**config.mk**
```make
export PLATFORM = sky130hd
export DESIGN_NAME = rate_search_seq
export DESIGN_NICKNAME = d
export VERILOG_FILES = /design/src/rtl/rs_pkg.sv /design/src/rtl/rs_sweep_gen.sv /design/src/rtl/rs_rate_ctr.sv /design/src/rtl/rs_lock_qual.sv /design/src/rtl/rate_search_seq.sv
export SDC_FILE = /design/constraint.sdc
export NUM_CORES = 1
export LEC_CHECK = 0
export ABC_CLOCK_PERIOD_IN_PS = 1950
export CAP_MARGIN = 20
export CORE_MARGIN = 2
export CORE_UTILIZATION = 46
export DETAILED_ROUTE_END_ITERATION = 8
export DONT_BUFFER_PORTS = 1
export PLACE_DENSITY_LB_ADDON = 0.2
export SYNTH_ARGS = -nofsm -noshare
export SYNTH_HDL_FRONTEND = slang
export SYNTH_SLANG_ARGS = --single-unit
```
**constraint.sdc**
```tcl
create_clock -name clk -period 1.95 [get_ports clk]
set_clock_uncertainty 0.05 [all_clocks]
set_input_delay 0.195 -clock clk [delete_from_list [all_inputs] [get_ports clk]]
set_output_delay 0.195 -clock clk [all_outputs]
set_load 0.02 [all_outputs]
```
**src/rtl/rs_pkg.sv**
```systemverilog
package rs_pkg;

    typedef logic [2:0] rate_code_t;

    typedef enum logic [1:0] {
        PH_UP   = 2'd0,
        PH_DOWN = 2'd1,
        PH_SYS  = 2'd2
    } sweep_ph_e;

    typedef struct packed {
        rate_code_t code;
        logic [1:0] div_log2;
    } rate_sel_t;

    localparam rate_code_t RATE_FIRST = 3'd0;
    localparam rate_code_t RATE_LAST  = 3'd4;

    // Auto walk: valid codes in order, anything at or past the last wraps.
    function automatic rate_code_t next_rate(input rate_code_t c);
        return (c >= RATE_LAST) ? RATE_FIRST : c + 3'd1;
    endfunction

    function automatic logic [1:0] div_of(input rate_code_t c);
        logic [1:0] d;
        case (c)
            3'd0, 3'd1: d = 2'd2;
            3'd2:       d = 2'd1;
            3'd3, 3'd4: d = 2'd0;
            default:    d = 2'd3;
        endcase
        return d;
    endfunction

endpackage

```
**src/rtl/rs_sweep_gen.sv**
```systemverilog
module rs_sweep_gen
    import rs_pkg::*;
#(
    parameter int SPAN      = 10,
    parameter int STEP_CLKS = 4,
    parameter int SYS_CLKS  = 16
) (
    input  logic                             clk,
    input  logic                             rst,
    input  logic                             freeze_i,
    output sweep_ph_e                        phase_o,
    output logic signed [$clog2(SPAN+1):0]   ofs_o,
    output logic                             cycle_end_o
);
    localparam int OFS_W = $clog2(SPAN + 1) + 1;
    localparam int PRE_W = $clog2(STEP_CLKS + 1);
    localparam int SYS_W = $clog2(SYS_CLKS + 1);
    localparam logic signed [OFS_W-1:0] OFS_HI    = OFS_W'(SPAN);
    localparam logic signed [OFS_W-1:0] OFS_LO    = -OFS_HI;
    localparam logic signed [OFS_W-1:0] OFS_ONE   = OFS_W'(1);
    localparam logic signed [OFS_W-1:0] OFS_HI_M1 = OFS_HI - OFS_ONE;
    localparam logic signed [OFS_W-1:0] OFS_LO_P1 = OFS_LO + OFS_ONE;
    localparam logic [PRE_W-1:0] PRE_LAST = PRE_W'(STEP_CLKS - 1);
    localparam logic [SYS_W-1:0] SYS_LAST = SYS_W'(SYS_CLKS - 1);

    sweep_ph_e               phase;
    logic signed [OFS_W-1:0] ofs;
    logic [PRE_W-1:0]        pre;
    logic [SYS_W-1:0]        sys;
    logic                    tick;

    assign tick = (pre == PRE_LAST);

    always_ff @(posedge clk) begin
        if (rst) begin
            phase <= PH_UP;
            ofs   <= OFS_LO;
            pre   <= '0;
            sys   <= '0;
        end else if (!freeze_i) begin
            unique case (phase)
                PH_UP: begin
                    if (tick) begin
                        pre <= '0;
                        ofs <= ofs + OFS_ONE;
                        if (ofs == OFS_HI_M1) phase <= PH_DOWN;
                    end else begin
                        pre <= pre + PRE_W'(1);
                    end
                end
                PH_DOWN: begin
                    if (tick) begin
                        pre <= '0;
                        ofs <= ofs - OFS_ONE;
                        if (ofs == OFS_LO_P1) phase <= PH_SYS;
                    end else begin
                        pre <= pre + PRE_W'(1);
                    end
                end
                PH_SYS: begin
                    if (sys == SYS_LAST) begin
                        sys   <= '0;
                        phase <= PH_UP;
                    end else begin
                        sys <= sys + SYS_W'(1);
                    end
                end
                default: phase <= PH_UP;
            endcase
        end
    end

    assign phase_o     = phase;
    assign ofs_o       = ofs;
    assign cycle_end_o = !freeze_i && (phase == PH_SYS) && (sys == SYS_LAST);

endmodule

```
**src/rtl/rs_rate_ctr.sv**
```systemverilog
module rs_rate_ctr
    import rs_pkg::*;
(
    input  logic       clk,
    input  logic       rst,
    input  logic       auto_i,
    input  rate_code_t man_code_i,
    input  logic       advance_i,
    output rate_sel_t  sel_o
);
    rate_code_t code;

    always_ff @(posedge clk) begin
        if (rst)            code <= RATE_FIRST;
        else if (!auto_i)   code <= man_code_i;
        else if (advance_i) code <= next_rate(code);
    end

    assign sel_o.code     = code;
    assign sel_o.div_log2 = div_of(code);

endmodule

```
**src/rtl/rs_lock_qual.sv**
```systemverilog
module rs_lock_qual #(
    parameter int LOCK_HOLD = 8
) (
    input  logic clk,
    input  logic rst,
    input  logic lock_i,
    output logic locked_o
);
    localparam int HW = $clog2(LOCK_HOLD + 1);
    localparam logic [HW-1:0] HOLD_MAX = HW'(LOCK_HOLD);

    logic [HW-1:0] streak;

    always_ff @(posedge clk) begin
        if (rst || !lock_i)        streak <= '0;
        else if (streak != HOLD_MAX) streak <= streak + HW'(1);
    end

    assign locked_o = (streak == HOLD_MAX);

endmodule

```
**src/rtl/rate_search_seq.sv**
```systemverilog
module rate_search_seq
    import rs_pkg::*;
#(
    parameter int SPAN      = 10,
    parameter int STEP_CLKS = 4,
    parameter int SYS_CLKS  = 16,
    parameter int LOCK_HOLD = 8
) (
    input  logic                           clk,
    input  logic                           rst,
    input  logic                           auto_mode_i,
    input  logic [2:0]                     rate_code_i,
    input  logic                           lock_i,
    input  logic                           carrier_i,
    input  logic                           data_i,
    input  logic                           rclk_i,
    input  logic                           clk_en_i,
    output logic [2:0]                     rate_code_o,
    output logic [1:0]                     div_sel_o,
    output logic                           sweep_up_o,
    output logic signed [$clog2(SPAN+1):0] sweep_ofs_o,
    output logic                           locked_o,
    output logic                           sdo_o,
    output logic                           sco_o
);
    sweep_ph_e phase;
    logic      cycle_end;
    rate_sel_t sel;
    logic      qualified;

    rs_sweep_gen #(
        .SPAN(SPAN), .STEP_CLKS(STEP_CLKS), .SYS_CLKS(SYS_CLKS)
    ) u_sweep (
        .clk(clk), .rst(rst), .freeze_i(lock_i),
        .phase_o(phase), .ofs_o(sweep_ofs_o), .cycle_end_o(cycle_end)
    );

    rs_rate_ctr u_rate (
        .clk(clk), .rst(rst), .auto_i(auto_mode_i),
        .man_code_i(rate_code_i), .advance_i(cycle_end), .sel_o(sel)
    );

    rs_lock_qual #(.LOCK_HOLD(LOCK_HOLD)) u_lock (
        .clk(clk), .rst(rst), .lock_i(lock_i), .locked_o(qualified)
    );

    assign rate_code_o = sel.code;
    assign div_sel_o   = sel.div_log2;
    assign sweep_up_o  = (phase == PH_UP);
    assign locked_o    = qualified;
    assign sdo_o       = data_i & qualified & carrier_i;
    assign sco_o       = rclk_i & clk_en_i;

endmodule

```
# Word-level counts from Yosys, hierarchy flattened
# Index checks and enable logic that the tools add are counted.
[word_totals] word_cells=64 reg_bits=22 inputBits=11 output_inout_bits=14
[classes] bitwise=4 n_lt_le_gt_ge=1 mux=15 reduce_logical=14 n_eq_ne=18 addsub=6
[op_table] op="$mux W5" n=3
[op_table] op="$mux W3" n=4
[op_table] op="$ne A2 B1 Y1 const B" n=6
[op_table] op="$pmux W2 S3" n=2
[op_table] op="$eq A5 B5 Y1 const B" n=2
[op_table] op="$mux W2" n=5
[op_table] op="$pmux W5 S2" n=1
[op_table] op="$eq A3 B2 Y1 const B" n=3
[op_table] op="$add A3 B1 Y3 const B" n=2
[op_table] op="$reduce_and A6 Y1" n=1
[op_table] op="$reduce_or A2 Y1" n=3
[op_table] op="$add A5 B1 Y5 const B" n=1
[op_table] op="$add A5 B2 Y5 const B" n=1
[op_table] op="$eq A5 B4 Y1 const B" n=1
[op_table] op="$sub A5 B2 Y5 const B" n=1
[op_table] op="$add A4 B1 Y4 const B" n=1
[op_table] op="$eq A4 B4 Y1 const B" n=1
[op_table] op="$ne A4 B4 Y1 const B" n=1
[op_table] op="$reduce_and A2 Y1" n=2
[op_table] op="$reduce_and A4 Y1" n=1
[op_table] op="$and A1 B1 Y1" n=3
[op_table] op="$eq A3 B1 Y1 const B" n=1
[op_table] op="$eq A3 B3 Y1 const B" n=1
[op_table] op="$ge A3 B3 Y1 const B" n=1
[op_table] op="other kinds (9)" n=10

# Logic depth before layout (Yosys ltp)
[logic_depth] ltp_word=5 ltp_mapped=9 depth_no_buf=7

# Modules after synthesis
# A second synthesis with hierarchy kept.
[unflattened] hier_cells=148 area_unflattened_um2=1328.8
[modules_own_cells] mod="rs_sweep_gen" seq_area_each_um2=300.3 n_inst=1 cells_per_inst=96 area_each_um2=820.8
[modules_own_cells] mod="rs_lock_qual" seq_area_each_um2=80.1 n_inst=1 cells_per_inst=22 area_each_um2=247.7
[modules_own_cells] mod="rs_rate_ctr" seq_area_each_um2=60.1 n_inst=1 cells_per_inst=27 area_each_um2=244.0
[modules_own_cells] mod="rate_search_seq" seq_area_each_um2=0.0 n_inst=1 cells_per_inst=3 area_each_um2=16.3

# Worst setup path before layout
# Ideal clock, no wire load.
[synth_path] path_kind="reg-to-reg" startpoint="register u_sweep.phase[0] (netlist: u_sweep.phase_o[0])" endpoint="register u_sweep.ofs[4] (netlist: u_sweep.ofs_o[4])" path_stages_with_launch=10 setup_ns=0.081 synth_period_minus_slack_ns=2.037 slack_ns=-0.087 path_buffers=2 arrival_ns=1.907 required_time_ns=1.819 cell_sequence="dfxtp_1 buf_2 and2b_1 buf_2 xor2_1 ha_1 or4_1 o211ai_1 a311oi_1 a41oi_1"
[synth_via] elab_chain_len=3 word_cells_on_any_way=7 classes_between="eq/ne: 3; mux: 1; reduce/logical: 3"
[synth_lines] item="start, declared" line="rs_sweep_gen.sv:26" text="sweep_ph_e phase;"
[synth_lines] item="start signal, assigned" line="rs_sweep_gen.sv:36" text="phase <= PH_UP;"
[synth_lines] item="start signal, assigned" line="rs_sweep_gen.sv:46" text="if (ofs == OFS_HI_M1) phase <= PH_DOWN;"
[synth_lines] item="start signal, assigned" line="rs_sweep_gen.sv:55" text="if (ofs == OFS_LO_P1) phase <= PH_SYS;"
[synth_lines] item="$eq A2 B1 Y1 or $logic_not A2 Y1 (tied branches)" line="rs_sweep_gen.sv:41" text="unique case (phase)"
[synth_lines] item="$ne A2 B1 Y1 (no source line) or $reduce_bool A2 Y1 (tied branches)"
[synth_lines] item="$reduce_and A4 Y1 (no source line)"
[synth_lines] item="end signal, assigned" line="rs_sweep_gen.sv:45" text="ofs <= ofs + OFS_ONE;"
[synth_lines] item="end signal, assigned" line="rs_sweep_gen.sv:54" text="ofs <= ofs - OFS_ONE;"
[synth_lines] item="end, declared" line="rs_sweep_gen.sv:27" text="logic signed [OFS_W-1:0] ofs;"
# Parallel ways exist; a longest one is shown, timed or not.
# A chain may end at the register's enable or synchronous reset.

# Final worst setup path
[layout_path] startpoint="register u_sweep.phase[1] (netlist: u_sweep.phase_o[1])" endpoint="register u_sweep.ofs[4] (netlist: u_sweep.ofs_o[4])"
# Same word-level chain as after synthesis.

==> flow_summary_export.csv <==
group,metric,value,unit
run_status,status,"completed",
final_layout,syn_to_final_growth,14.6,%
route,route.vias.total,1015,
clock_network,cts_made_buffers,3,
clock_network,clock_path_buffers,2,
floorplanning,start_util,48.4,%
global_routing,grt.overflow.total,0,
timing,rsz0062_at_grt,"true",
yosys,synth_cells,141,
timing,slew_violations,0,
setup_path,reg2reg_depth,7,
place,placed_area,0.00128,mm²
timing,fmax,536,MHz
power,p_leak,0.541,nW
setup_path,crit_required,2150,ps
power,ir_worst_vdd,0.526,mV
yosys,yosysWarnings,0,
floorplanning,coreArea,0.00248,mm²
setup_path,worstPathArrival,2070,ps
clock_network,cts_tree,"built",
timing,hold_viol_final,0,
place,hpwl,1760,µm
final_layout,final_cell_area,0.00137,mm²
floorplanning,rows,18,
final_layout,layout_common_cells,"dfxtp_1 (21), nor2_1 (15), nand2_1 (14), o21ai_0 (11), a21oi_1 (9)",
clock_network,h-tree-depth,1,
place,routabilityCongestion,0.794,
clock_network,clock-root-buffer,"clkbuf_4",
timing,worst_slew_pin_slew,430,ps
yosys,syn_area_per_cell,8.50,µm²
final_layout,num_antenna_cells,0,
setup_path,r2r-end,"u_sweep.ofs_o[4]",
yosys,ys_seq_area_share,36.7,%
global_routing,grt_max_degree,14,
route,drt_first_pass_iters,4,
clock_network,clk_latency,310,ps
power,power_density,653,mW/mm²
setup_path,criticalPathCategory,"register to register",
final_layout,fill_cells,224,
yosys,post_synth_num_cell_types,36,
floorplanning,die-height,55.0,µm
final_layout,multi_input_area,719,µm²
global_routing,grt_pass1_wl,3840,µm
final_layout,fin_nets,173,
global_routing,track_usage,17.7,%
route,ant_nets,0,
hold_path,worstHoldPathCells,3,
setup_path,worstSetupStartpointType,"register",
final_layout,regArea,442,µm²
global_routing,antenna_found_initial,0,
route,drcViolationCount,0,
place,place.port_buffers,0,
timing,maxSlewHeadroom,71.2,%
route,drt-wirelength-per-cell,13.6,µm
hold_path,min_from,"rst",
flow_run,cap_violations,0,
final_layout,final_common_cell,"dfxtp_1",
timing,finalCritPeriodShare,95.8,%
final_layout,drive_gt1_share,13.2,%
hold_path,min_to,"u_rate.code[1]",
yosys,synthAdderAreaFrac,9.39,%
setup_path,r2r-start,"u_sweep.phase_o[1]",
setup_path,r2r_slack,80,ps
setup_path,crit_fanout,7,
clock_network,clkSinkCount,22,
timing,fin_crit,1870,ps
route,drt_iter0_drc,20,
yosys,synth.area.mux_share,4.18,%
yosys,mappedNetlistArea,0.00120,mm²
route,viasPerCell,5.58,
global_routing,grt_pass1_vias,921,
yosys,yosys.area_share.simple,26.2,%
yosys,synth_seq_cells,22,
route,routed_wl,2480,µm
yosys,synth_fp_nets,161,
clock_network,clk_pin_slew,140,ps
floorplanning,io-pin-count,25,
yosys,synth-xor-area-share,4.38,%
power,p_total,0.897,mW
yosys,synth_top_family_by_area,"simple AND/OR/NAND/NOR gates",
yosys,synth_compound_area_share,15.4,%
floorplanning,die_area,0.00303,mm²
setup_path,crit_path_end_kind,"register",
floorplanning,fp.dieW,55.0,µm
hold_path,hold_path_class,"primary input to register",
timing,setup_viol,0,
[worst max path at each step]
| stage | endpoint | from | cells past startpoint |
|---|---|---|---|
| final | u_sweep.ofs_o[4] | u_sweep.phase_o[1] | 7 |
| after detailed placement | u_sweep.ofs_o[4] | u_sweep.phase_o[1] | 7 |
| after CTS | u_sweep.ofs_o[4] | u_sweep.phase_o[1] | 7 |
| after floorplan | u_sweep.ofs_o[4] | u_sweep.phase_o[0] | 9 |
| after global placement | u_sweep.ofs_o[4] | u_sweep.phase_o[1] | 7 |
| after global routing | u_sweep.ofs_o[4] | u_sweep.phase_o[1] | 7 |
[worst max-delay path, stage by stage, from the launching register on]
cell      delay [ps]
dfxtp_2          340
and2b_2          270
xor2_1           160
ha_2             200
or4_1            400
o211ai_1         120
a311oi_1         120
a41oi_1          160
[metrics by stage]
stage                     hold slack, ps  setup slack, ps  cells  utilization [%]  setup TNS, ps
after floorplan                      254             39.1    141                -              0
after global placement               217              103    174             51.6              0
after detailed placement             218             69.8    174             51.6              0
after CTS                           6.96             21.0    182             55.4              0
after global routing                2.30            -7.06    182             55.5          -7.06
final                               8.75             82.6    182             55.5              0
[state kept, by name (all words and copies together) (netlist names)]
name and flops:
u_lock.streak 4, u_rate.code 3, u_sweep.ofs_o 5, u_sweep.phase_o 2, u_sweep.pre 3, u_sweep.sys 5
[final cells by class]
type / count / share of cell area [%]
clock buffers: 3 / 1.64
clock inverters: 1 / 2.19
inverters: 6 / 1.64
multi-input cells: 108 / 52.4
flip-flops and latches: 22 / 32.1
well taps: 30 / 2.73
repair buffers: 12 / 7.29
[synthesized netlist by cell type]
library cell	count	area (µm²)
nand4_1	3	18.8
a21oi_1	9	45.0
inv_1	6	22.5
xor2_1	3	26.3
or3_1	3	18.8
or2b_1	1	7.51
o211ai_1	1	7.51
and3b_1	1	8.76
clkbuf_1	3	11.3
nand2_1	14	52.6
and4b_1	1	10.0
o311ai_0	1	8.76
buf_2	2	10.0
nor3b_4	1	18.8
a31oi_1	1	6.26
and3_1	2	12.5
nor2b_1	4	25.0
a31o_2	1	8.76
or2_2	1	6.26
xnor2_1	3	26.3
a41oi_1	2	17.5
or4_1	2	15.0
dfxtp_1	22	440
a311o_1	1	10.0
a311oi_1	3	26.3
ha_1	9	113
and2_1	2	12.5
mux2i_1	5	50.1
nor3_1	1	5.00
and2b_1	1	7.51
nand2_2	1	6.26
nor4b_1	1	8.76
o21ai_0	11	55.1
nand3_1	3	15.0
nand4b_1	1	8.76
nor2_1	15	56.3
[cells by family (layout without fill, tap and decap cells)]
logic type | after synthesis | count (layout)
DFF | 22 | 22
buffers and inverters | 11 | 22
xor gates and xnor gates | 6 | 6
muxes | 5 | 5
AOI/OAI and AO/OA | 30 | 30
and+or+nand+nor | 58 | 58
adders and majority gates | 9 | 9
[power breakdown]
group | switching [mW] | total [mW] | internal [mW]
registers | 0.0124 | 0.472 | 0.459
logic | 0.0407 | 0.0716 | 0.0309
clock network | 0.146 | 0.354 | 0.208
[per-layer routing]
| metal | track usage [%] | part of all wire [%] |
|---|---|---|
| met4 | 9.35 | 0.60 |
| met1 | 21.7 | 44 |
| met2 | 28.6 | 51 |
| met5 | 0 | 0 |
| met3 | 4.57 | 4.3 |
[what timing repair did]
action / CTS / global route
setup buffers: 0 / 0
endpoints found under the hold margin: 12 / 0
hold buffers: 4 / 0
gates resized for setup: 0 / 2
endpoints found under the setup margin: 0 / 2
Power figures use the tool's default switching activity.
